`src/rtl/phase_tune_pkg.sv`:
```
package phase_tune_pkg;
    typedef enum logic [2:0] {
        ST_IDLE,
        ST_READ,
        ST_WRITE,
        ST_SETTLE,
        ST_CLEAR,
        ST_TRIAL,
        ST_WAIT,
        ST_PICK
    } tune_state_e;
endpackage

```
`src/rtl/pt_settle_timer.sv`:
```
module pt_settle_timer #(
    parameter int unsigned CYCLES = 100000
) (
    input  logic clk,
    input  logic rst_n,
    input  logic load_i,
    output logic expired_o
);
    localparam int unsigned CW = (CYCLES < 2) ? 1 : $clog2(CYCLES);

    typedef struct packed {
        logic          run;
        logic [CW-1:0] cnt;
    } tmr_t;

    tmr_t t_d, t_q;

    assign expired_o = t_q.run && (t_q.cnt == '0);

    always_comb begin
        t_d = t_q;
        if (load_i) begin
            t_d.run = 1'b1;
            t_d.cnt = CW'(CYCLES - 1);
        end else if (expired_o) begin
            t_d.run = 1'b0;
        end else if (t_q.run) begin
            t_d.cnt = t_q.cnt - 1'b1;
        end
    end

    always_ff @(posedge clk or negedge rst_n) begin
        if (!rst_n) t_q <= '0;
        else        t_q <= t_d;
    end
endmodule

```
`src/rtl/pt_field_insert.sv`:
```
module pt_field_insert #(
    parameter int unsigned DATA_W  = 32,
    parameter int unsigned FIELD_W = 5,
    parameter int unsigned LSB     = 16
) (
    input  logic [DATA_W-1:0]  word_i,
    input  logic [FIELD_W-1:0] field_i,
    output logic [DATA_W-1:0]  word_o
);
    localparam logic [DATA_W-1:0] MASK = ((DATA_W'(1) << FIELD_W) - 1) << LSB;

    assign word_o = (word_i & ~MASK) | (DATA_W'(field_i) << LSB);
endmodule

```
`src/rtl/pt_window_mid.sv`:
```
module pt_window_mid #(
    parameter int unsigned PHASE_W = 5
) (
    input  logic               valid_i,
    input  logic [PHASE_W-1:0] lo_i,
    input  logic [PHASE_W-1:0] hi_i,
    output logic [PHASE_W-1:0] mid_o
);
    logic [PHASE_W:0] sum;

    assign sum   = {1'b0, lo_i} + {1'b0, hi_i};
    assign mid_o = valid_i ? sum[PHASE_W:1] : '0;
endmodule

```
`src/rtl/phase_tune_ctrl.sv`:
```
module phase_tune_ctrl
    import phase_tune_pkg::*;
#(
    parameter int unsigned DATA_W        = 32,
    parameter int unsigned PHASE_W       = 5,
    parameter int unsigned PHASE_LSB     = 16,
    parameter int unsigned CLR_W         = 17,
    parameter int unsigned SETTLE_CYCLES = 100000
) (
    input  logic               clk,
    input  logic               rst_n,
    input  logic               start_i,
    output logic               busy_o,
    output logic               done_o,
    output logic               error_o,
    output logic [PHASE_W-1:0] phase_o,
    output logic               reg_req_o,
    output logic               reg_we_o,
    output logic               reg_sel_o,
    output logic [DATA_W-1:0]  reg_wdata_o,
    input  logic [DATA_W-1:0]  reg_rdata_i,
    input  logic               reg_ack_i,
    output logic               trial_req_o,
    input  logic               trial_done_i,
    input  logic               trial_pass_i
);
    localparam logic [PHASE_W-1:0] PHASE_TOP = '1;
    localparam logic [DATA_W-1:0]  CLR_VALUE = (DATA_W'(1) << CLR_W) - 1;

    typedef struct packed {
        tune_state_e        st;
        logic [PHASE_W-1:0] phase;
        logic [DATA_W-1:0]  shadow;
        logic               have;
        logic [PHASE_W-1:0] win_lo;
        logic [PHASE_W-1:0] win_hi;
        logic               last_pass;
        logic               done;
        logic               err;
        logic [PHASE_W-1:0] result;
    } ctl_t;

    ctl_t r_d, r_q;

    logic               settle_load;
    logic               settle_done;
    logic [DATA_W-1:0]  merged_word;
    logic [PHASE_W-1:0] mid_phase;

    pt_settle_timer #(.CYCLES(SETTLE_CYCLES)) u_settle (
        .clk       (clk),
        .rst_n     (rst_n),
        .load_i    (settle_load),
        .expired_o (settle_done)
    );

    pt_field_insert #(.DATA_W(DATA_W), .FIELD_W(PHASE_W), .LSB(PHASE_LSB)) u_insert (
        .word_i  (r_q.shadow),
        .field_i (r_q.phase),
        .word_o  (merged_word)
    );

    pt_window_mid #(.PHASE_W(PHASE_W)) u_mid (
        .valid_i (r_q.have),
        .lo_i    (r_q.win_lo),
        .hi_i    (r_q.win_hi),
        .mid_o   (mid_phase)
    );

    always_comb begin
        r_d         = r_q;
        reg_req_o   = 1'b0;
        reg_we_o    = 1'b0;
        reg_sel_o   = 1'b0;
        reg_wdata_o = '0;
        trial_req_o = 1'b0;
        settle_load = 1'b0;

        unique case (r_q.st)
            ST_IDLE: begin
                if (start_i) begin
                    r_d.st        = ST_READ;
                    r_d.phase     = '0;
                    r_d.have      = 1'b0;
                    r_d.win_lo    = '0;
                    r_d.win_hi    = '0;
                    r_d.last_pass = 1'b0;
                    r_d.done      = 1'b0;
                    r_d.err       = 1'b0;
                end
            end
            ST_READ: begin
                reg_req_o = 1'b1;
                if (reg_ack_i) begin
                    r_d.shadow = reg_rdata_i;
                    r_d.st     = ST_WRITE;
                end
            end
            ST_WRITE: begin
                reg_req_o   = 1'b1;
                reg_we_o    = 1'b1;
                reg_wdata_o = merged_word;
                if (reg_ack_i) begin
                    settle_load = 1'b1;
                    r_d.st      = ST_SETTLE;
                end
            end
            ST_SETTLE: begin
                if (settle_done) r_d.st = ST_CLEAR;
            end
            ST_CLEAR: begin
                reg_req_o   = 1'b1;
                reg_we_o    = 1'b1;
                reg_sel_o   = 1'b1;
                reg_wdata_o = CLR_VALUE;
                if (reg_ack_i) begin
                    if (r_q.last_pass) begin
                        r_d.st   = ST_IDLE;
                        r_d.done = 1'b1;
                    end else begin
                        r_d.st = ST_TRIAL;
                    end
                end
            end
            ST_TRIAL: begin
                trial_req_o = 1'b1;
                r_d.st      = ST_WAIT;
            end
            ST_WAIT: begin
                if (trial_done_i) begin
                    if (trial_pass_i && !r_q.have) begin
                        r_d.have   = 1'b1;
                        r_d.win_lo = r_q.phase;
                        if (r_q.phase == PHASE_TOP) begin
                            r_d.win_hi = PHASE_TOP;
                            r_d.st     = ST_PICK;
                        end else begin
                            r_d.phase = r_q.phase + 1'b1;
                            r_d.st    = ST_READ;
                        end
                    end else if (!trial_pass_i && r_q.have) begin
                        r_d.win_hi = r_q.phase - 1'b1;
                        r_d.st     = ST_PICK;
                    end else if (r_q.phase == PHASE_TOP) begin
                        r_d.win_hi = PHASE_TOP;
                        r_d.st     = ST_PICK;
                    end else begin
                        r_d.phase = r_q.phase + 1'b1;
                        r_d.st    = ST_READ;
                    end
                end
            end
            ST_PICK: begin
                r_d.phase     = mid_phase;
                r_d.result    = mid_phase;
                r_d.err       = !r_q.have;
                r_d.last_pass = 1'b1;
                r_d.st        = ST_READ;
            end
            default: r_d.st = ST_IDLE;
        endcase
    end

    always_ff @(posedge clk or negedge rst_n) begin
        if (!rst_n) r_q <= '0;
        else        r_q <= r_d;
    end

    assign busy_o  = (r_q.st != ST_IDLE);
    assign done_o  = r_q.done;
    assign error_o = r_q.err;
    assign phase_o = r_q.result;

    // cycles since the last control-register write completed (saturating)
    localparam int unsigned GW = $clog2(SETTLE_CYCLES + 2);
    logic [GW-1:0] gap_q;

    always_ff @(posedge clk or negedge rst_n) begin
        if (!rst_n) begin
            gap_q <= '0;
        end else if (reg_req_o && reg_we_o && !reg_sel_o && reg_ack_i) begin
            gap_q <= '0;
        end else if (gap_q < GW'(SETTLE_CYCLES)) begin
            gap_q <= gap_q + 1'b1;
        end
    end

    assert_settle_gap_R3: assert property (@(posedge clk) disable iff (!rst_n)
        (reg_req_o && reg_sel_o && !$past(reg_req_o)) |-> (gap_q >= GW'(SETTLE_CYCLES)));

    assert_trial_pulse_R4: assert property (@(posedge clk) disable iff (!rst_n)
        trial_req_o |=> !trial_req_o);

    assert_clear_before_trial_R4: assert property (@(posedge clk) disable iff (!rst_n)
        trial_req_o |-> $past(reg_req_o && reg_sel_o && reg_ack_i));

    assert_trial_no_reg_R4: assert property (@(posedge clk) disable iff (!rst_n)
        trial_req_o |-> !reg_req_o);

    assert_err_phase_zero_R8: assert property (@(posedge clk) disable iff (!rst_n)
        error_o |-> (phase_o == '0));

    assert_result_hold_R9: assert property (@(posedge clk) disable iff (!rst_n)
        (done_o && !start_i) |=> (done_o && $stable(error_o) && $stable(phase_o)));

    assert_done_not_busy_R10: assert property (@(posedge clk) disable iff (!rst_n)
        done_o |-> !busy_o);
endmodule

```
`config.mk`:
```
export PLATFORM = sky130hd
export DESIGN_NAME = phase_tune_ctrl
export DESIGN_NICKNAME = d
export VERILOG_FILES = /design/src/rtl/phase_tune_pkg.sv /design/src/rtl/pt_settle_timer.sv /design/src/rtl/pt_field_insert.sv /design/src/rtl/pt_window_mid.sv /design/src/rtl/phase_tune_ctrl.sv
export SDC_FILE = /design/constraint.sdc
export NUM_CORES = 1
export LEC_CHECK = 0
export ABC_AREA = 1
export BUFFER_PORTS_ARGS = -buffer_cell sky130_fd_sc_hd__buf_2
export CELL_PAD_IN_SITES_DETAIL_PLACEMENT = 1
export CELL_PAD_IN_SITES_GLOBAL_PLACEMENT = 1
export CORE_UTILIZATION = 40
export CTS_CLUSTER_DIAMETER = 60
export DETAILED_ROUTE_END_ITERATION = 8
export GPL_ROUTABILITY_DRIVEN = 0
export GPL_TIMING_DRIVEN = 1
export PLACE_DENSITY_LB_ADDON = 0.2
export SYNTH_ARGS = -nofsm -noshare
export SYNTH_HDL_FRONTEND = slang
export SYNTH_SLANG_ARGS = --single-unit
```
`constraint.sdc`:
```
create_clock -name clk -period 1.8 [get_ports clk]
set_input_delay 0.09 -clock clk [delete_from_list [all_inputs] [get_ports clk]]
set_output_delay 0.09 -clock clk [all_outputs]
set_load 0.005 [all_outputs]
```
Word-level counts from Yosys, hierarchy flattened
Cells that the tools add are included.
{"block": "word_totals", "wordCells": 97, "latchBits": 0, "memories": 0, "regBits": 77, "romBits": 0, "ramBits": 0}
{"block": "classes", "n_addsub": 4, "div": 0, "magnitude_cmp": 0, "n_reduce_logical": 24, "mux": 38, "shift": 0, "multipliers": 0, "n_bitwise": 1, "eq_ne": 18}
{"op": "$pmux 32 s2", "n": 1}
{"op": "$mux 17", "n": 2}
{"op": "$or 32x21->32", "n": 1}
{"op": "$mux 5", "n": 6}
{"op": "$mux 8", "n": 3}
{"op": "$pmux 3 s8", "n": 1}
{"op": "$pmux 11 s2", "n": 1}
{"op": "$mux 3", "n": 7}
{"op": "$mux 18", "n": 1}
{"op": "$ne 2x2->1 const B", "n": 9}
{"op": "$logic_not 17->1", "n": 1}
{"op": "$sub 17x1->17 const B", "n": 1}
{"op": "$pmux 5 s3", "n": 1}
{"op": "$mux 14", "n": 1}
{"op": "$eq 3x3->1 const B", "n": 4}
{"op": "$reduce_and 4->1", "n": 3}
{"op": "$mux 11", "n": 1}
{"op": "$reduce_bool 2->1", "n": 5}
{"op": "$mux 1", "n": 9}
{"op": "$add 5x5->6", "n": 1}
{"op": "$eq 3x2->1 const B", "n": 2}
{"op": "$mux 6", "n": 1}
{"op": "$pmux 1 s2", "n": 3}
{"op": "$reduce_and 2->1", "n": 3}
{"op": "other kinds (13)", "n": 17}

Logic depth before layout (Yosys ltp)
{"block": "logic_depth", "depth_word": 6, "depth_mapped": 10}

Hierarchy
A second synthesis with hierarchy kept.
{"block": "unflattened", "hier_cells": 661, "hier_area_um2": 4765.8}
{"module": "phase_tune_ctrl", "n_inst": 1, "cells_each": 408, "area_per_inst_um2": 3118.0, "seq_area_each_um2": 1476.4}
{"module": "pt_settle_timer", "n_inst": 1, "cells_each": 181, "area_per_inst_um2": 1192.4, "seq_area_each_um2": 450.4}
{"module": "pt_field_insert", "n_inst": 1, "cells_each": 32, "area_per_inst_um2": 240.2, "seq_area_each_um2": 0.0}
{"module": "pt_window_mid", "n_inst": 1, "cells_each": 40, "area_per_inst_um2": 215.2, "seq_area_each_um2": 0.0}

Least setup slack after synthesis
Ideal clock, no wire load.
{"block": "synth_timing", "path_kind": "register to register", "from": "register r_q[51] (netlist bit)", "to": "register r_q[54] (netlist bit)", "arrival_time_ns": 1.510, "setup_slack_ns": 0.173, "setup_time_ns": 0.117, "stages_incl_launch_ff": 11, "synth_period_minus_slack_ns": 1.627, "cell_sequence": "dfrtp_1 ha_1 nand2_1 nor2_1 ha_1 nor2_1 nor2_1 nor3_4 inv_2 nand2_1 nand2_1"}
{"block": "synth_between", "elab_chain_cells": 6, "word_cells_on_any_way": 7, "classes_between": "1 x add/sub; 1 x eq/ne; 5 x mux"}
{"item": "start: declaration", "line_no": "phase_tune_ctrl.sv:43", "text": "ctl_t r_d, r_q;"}
{"item": "start signal: assignment", "line_no": "phase_tune_ctrl.sv:166", "text": "else r_q <= r_d;"}
{"item": "$add 5x1->5 / $eq 5x5->1 (equally long branches)"}
{"item": "$mux 5 *", "line_no": "phase_tune_ctrl.sv:134, phase_tune_ctrl.sv:144"}
{"item": "$mux 5", "line_no": "phase_tune_ctrl.sv:141", "text": "end else if (!trial_pass_i && r_q.have) begin"}
{"item": "$mux 8 *", "line_no": "phase_tune_ctrl.sv:131", "text": "if (trial_pass_i && !r_q.have) begin"}
{"item": "$mux 8 *", "line_no": "phase_tune_ctrl.sv:130", "text": "if (trial_done_i) begin"}
{"item": "$pmux 5 s3 *", "line_no": "phase_tune_ctrl.sv:79", "text": "unique case (r_q.st)"}
Every way passes the cells marked *; elsewhere a longest branch is shown, timed or not. The select of a mux whose other input is x is not followed.
A chain may end at the register's enable or synchronous reset.

Worst setup path after layout
{"block": "layout_timing", "from": "register r_q[56] (netlist bit)", "to": "output port reg_wdata_o[29]"}
{"block": "layout_between", "elab_chain_cells": 2, "word_cells_on_any_way": 3, "classes_between": "2 x eq/ne; 1 x mux"}
{"item": "$eq 3x3->1 / $eq 3x2->1 (equally long branches)", "line_no": "phase_tune_ctrl.sv:79"}
{"item": "$pmux 32 s2 *", "line_no": "phase_tune_ctrl.sv:79"}
{"item": "end: declaration", "line_no": "phase_tune_ctrl.sv:20", "text": "output logic [DATA_W-1:0] reg_wdata_o,"}
Every way passes the cells marked *; elsewhere a longest branch is shown, timed or not.

==> impl_metrics.env <==
export IMPL_synth_nets=569
export IMPL_vias_per_cell=4.95
export IMPL_wire_per_inst_um=15.7
export IMPL_synthTopCellsByArea="dfrtp_1, nand2_1, nor2_1"
export IMPL_yosysTopAreaCell="dfrtp_1"
export IMPL_synth_top_area_share_pct=43.8
export IMPL_diodes=0
export IMPL_max_cap_violations=0
export IMPL_crit_chain="inv_4 > nand2_4 > nor2_8 > inv_6 > buf_6 > nor2_1 > buf_2"
export IMPL_dpl_hpwl_mm=8.04
export IMPL_synth_cells=522
export IMPL_grt_pass1_vias=4129
export IMPL_dp_cells=730
export IMPL_critPathArrivalTime_ns=1.66
export IMPL_die_area_mm2=0.0107
export IMPL_critPathKind="flip-flop to output pin"
export IMPL_avgSynthCellArea_um2=7.89
export IMPL_rsz0062_at_grt="true"
export IMPL_core_area_mm2=0.00986
export IMPL_ys_types=32
export IMPL_numCtsBuffers=9
export IMPL_cp_max_fo=12
export IMPL_mostFrequentLayoutCell="nand2_1"
export IMPL_worst_clock_skew_ns=0.00751
export IMPL_seq_area_frac_synth_pct=43.8
export IMPL_dpl_worst_slack_ns=-0.0344
export IMPL_root_buffer="clkbuf_8"
export IMPL_hold_viol=0
export IMPL_startpoint_type="flip-flop"
export IMPL_power_density_mw_per_mm2=1370
export IMPL_setup_viol=0
export IMPL_min_period_ns=1.75
export IMPL_instances_no_fill=778
export IMPL_drc=0
export IMPL_hold_path_end="error_o$_DFFE_PN0P_"
export IMPL_h_tree_depth=3
export IMPL_setup_tns_ns=0
export IMPL_synth_seq_cells=72
export IMPL_r2r_worst_path_cells=9
export IMPL_final_cell_mix="nand2_1, buf_2, dfrtp_1"
export IMPL_cts_sinks=72
export IMPL_outcome="complete, no violations"
export IMPL_reg2reg_from="r_q[10]$_DFFE_PN0P_"
export IMPL_ioPinCount=82
export IMPL_cts_tree="yes"
export IMPL_area_growth_pct=28.1
export IMPL_ctsLongestPathBuffers=2
export IMPL_r2r_end="r_q[55]$_DFFE_PN0P_"
export IMPL_grt_pass1_wl_mm=20.2
export IMPL_drive_gt1_share_pct=25.6
export IMPL_antenna_found_initial=0
export IMPL_num_vias=3854
export IMPL_finalPower_mw=7.20
export IMPL_grt_usage_pct=25.1
export IMPL_r2r_slack_ns=0.14
export IMPL_final_nets=688
export IMPL_core_rowCount=36
export IMPL_portBuffers=76
export IMPL_power_leakage_nw=2.91
export IMPL_first_pass_iters=4
export IMPL_clk_pin_slew_ns=0.08
export IMPL_setup_ws_ns=0.0499
export IMPL_cp_required_ns=1.71
export IMPL_peakVddDrop_uv=696
export IMPL_wl_mm=12.2
export IMPL_cp_end_kind="output pin"
export IMPL_hp_class="primary input to flip-flop"
export IMPL_nFillCells=1243
export IMPL_period_share_pct=97.2
export IMPL_synth_area_mm2=0.00412
export IMPL_final_max_slew_violation_count=0
export IMPL_yosysWarnings=0
export IMPL_overflow=0
export IMPL_hold_depth=4
export IMPL_clk_latency_ns=0.36
export IMPL_critPathSlowestCell="dfrtp_2"
export IMPL_start_util_pct=41.7
export IMPL_drt_initial_drc_count=146
export IMPL_relSlewSlack_pct=72.3
export IMPL_fmax_ghz=0.571
export IMPL_max_stage_delay_ns=0.47
export IMPL_die_h_um=103
export IMPL_min_from="start_i"
export IMPL_max_slew_worst_pin_slew_ns=0.413
export IMPL_antenna_left=0
export IMPL_die_x_um=103
export IMPL_grt_max_degree=73
==> report_power, final <==
| group | switching, mW | leakage (nW) | internal, mW |
|---|---|---|---|
| logic | 1.83 | 1.92 | 1.46 |
| registers | 0.408 | 0.877 | 2.13 |
| clock network | 0.625 | 0.108 | 0.742 |
| total | 2.87 | 2.91 | 4.33 |
==> metal layers <==
layer  part of all wire [%]  global-route usage (%)
met4                    1.7                    9.43
met1                     46                    32.1
met2                     48                    41.8
met5                      0                       0
met3                    4.5                    5.31
==> worst max path at each step <==
| stage | to | start | cells after the start |
|---|---|---|---|
| 6_report | reg_wdata_o[29] | r_q[56]$_DFFE_PN0P_ | 7 |
| 5_1_grt | reg_wdata_o[29] | r_q[56]$_DFFE_PN0P_ | 7 |
| 3_5_place_dp | r_q[14]$_DFFE_PN0P_ | r_q[58]$_DFFE_PN0P_ | 6 |
| 3_3_place_gp | r_q[54]$_DFFE_PN0P_ | r_q[52]$_DFFE_PN0P_ | 10 |
| 4_1_cts | reg_wdata_o[23] | r_q[56]$_DFFE_PN0P_ | 7 |
| 2_1_floorplan | r_q[54]$_DFFE_PN0P_ | r_q[51]$_DFFE_PN0P_ | 10 |
==> cell type report <==
| class | count | area, um^2 | share of cell area [%] |
|---|---|---|---|
| multi-input cells | 373 | 1970 | 37.5 |
| inverters | 58 | 225 | 4.27 |
| well taps | 133 | 166 | 3.16 |
| flip-flops and latches | 72 | 1810 | 34.3 |
| repair buffers | 127 | 895 | 17.0 |
| clock inverters | 3 | 40.0 | 0.760 |
| clock buffers | 12 | 165 | 3.13 |
==> Yosys cell counts <==
library cell / number
nand2_1: 153
dfrtp_1: 72
nor2_1: 68
inv_1: 53
nand3_1: 32
a21oi_1: 30
o21ai_0: 24
mux2_4: 16
buf_6: 8
ha_1: 8
buf_4: 6
nand2_2: 6
nand4_1: 6
o21ai_1: 6
inv_2: 4
nor2_2: 4
xor2_1: 4
nand3b_1: 3
buf_1: 2
buf_2: 2
nand3_2: 2
o211ai_1: 2
xnor2_1: 2
a21oi_2: 1
clkbuf_1: 1
fa_1: 1
inv_4: 1
nand3_4: 1
nor2_8: 1
nor3_4: 1
o21ai_2: 1
o22ai_1: 1
==> sequential cells by signal, indices dropped and copies added, names as in the netlist <==
signal / flops
r_q: 47
u_settle.t_q: 18
phase_o: 5
done_o: 1
error_o: 1
==> critical path: cells and delay by family, from the launching register on <==
kind          cells  cell delay (ns)
flops             1             0.47
buf+inv           4             0.47
simple gates      3             0.35
==> per-stage QoR <==
stage | hold WS [ns] | cell area, um^2 | utilization (%)
after detailed placement | 0.157 | 4670 | 47.3
after global placement | 0.155 | 4670 | 47.3
final | 0.128 | 5270 | 53.4
after global routing | 0.150 | 5270 | 53.4
after CTS | 0.123 | 5180 | 52.5
after floorplan | -0.206 | 4120 | -
==> logic make-up after synthesis <==
family                     synth area share [%]
AOI/OAI and AO/OA                          8.24
adders and majority gates                  2.92
buffers and inverters                      9.15
DFF                                        43.8
muxes                                      5.84
xor gates and xnor gates                   1.28
and+or+nand+nor                            28.8
==> timing repair <==
item,4_1_cts,5_1_grt
buffers inserted,1,4
setup endpoints to repair,34,45
hold endpoints to repair,99,0
hold buffers,28,0
resized for setup,4,21
pin swaps,1,4
Note: power is estimated with default switching activity, not from simulation.
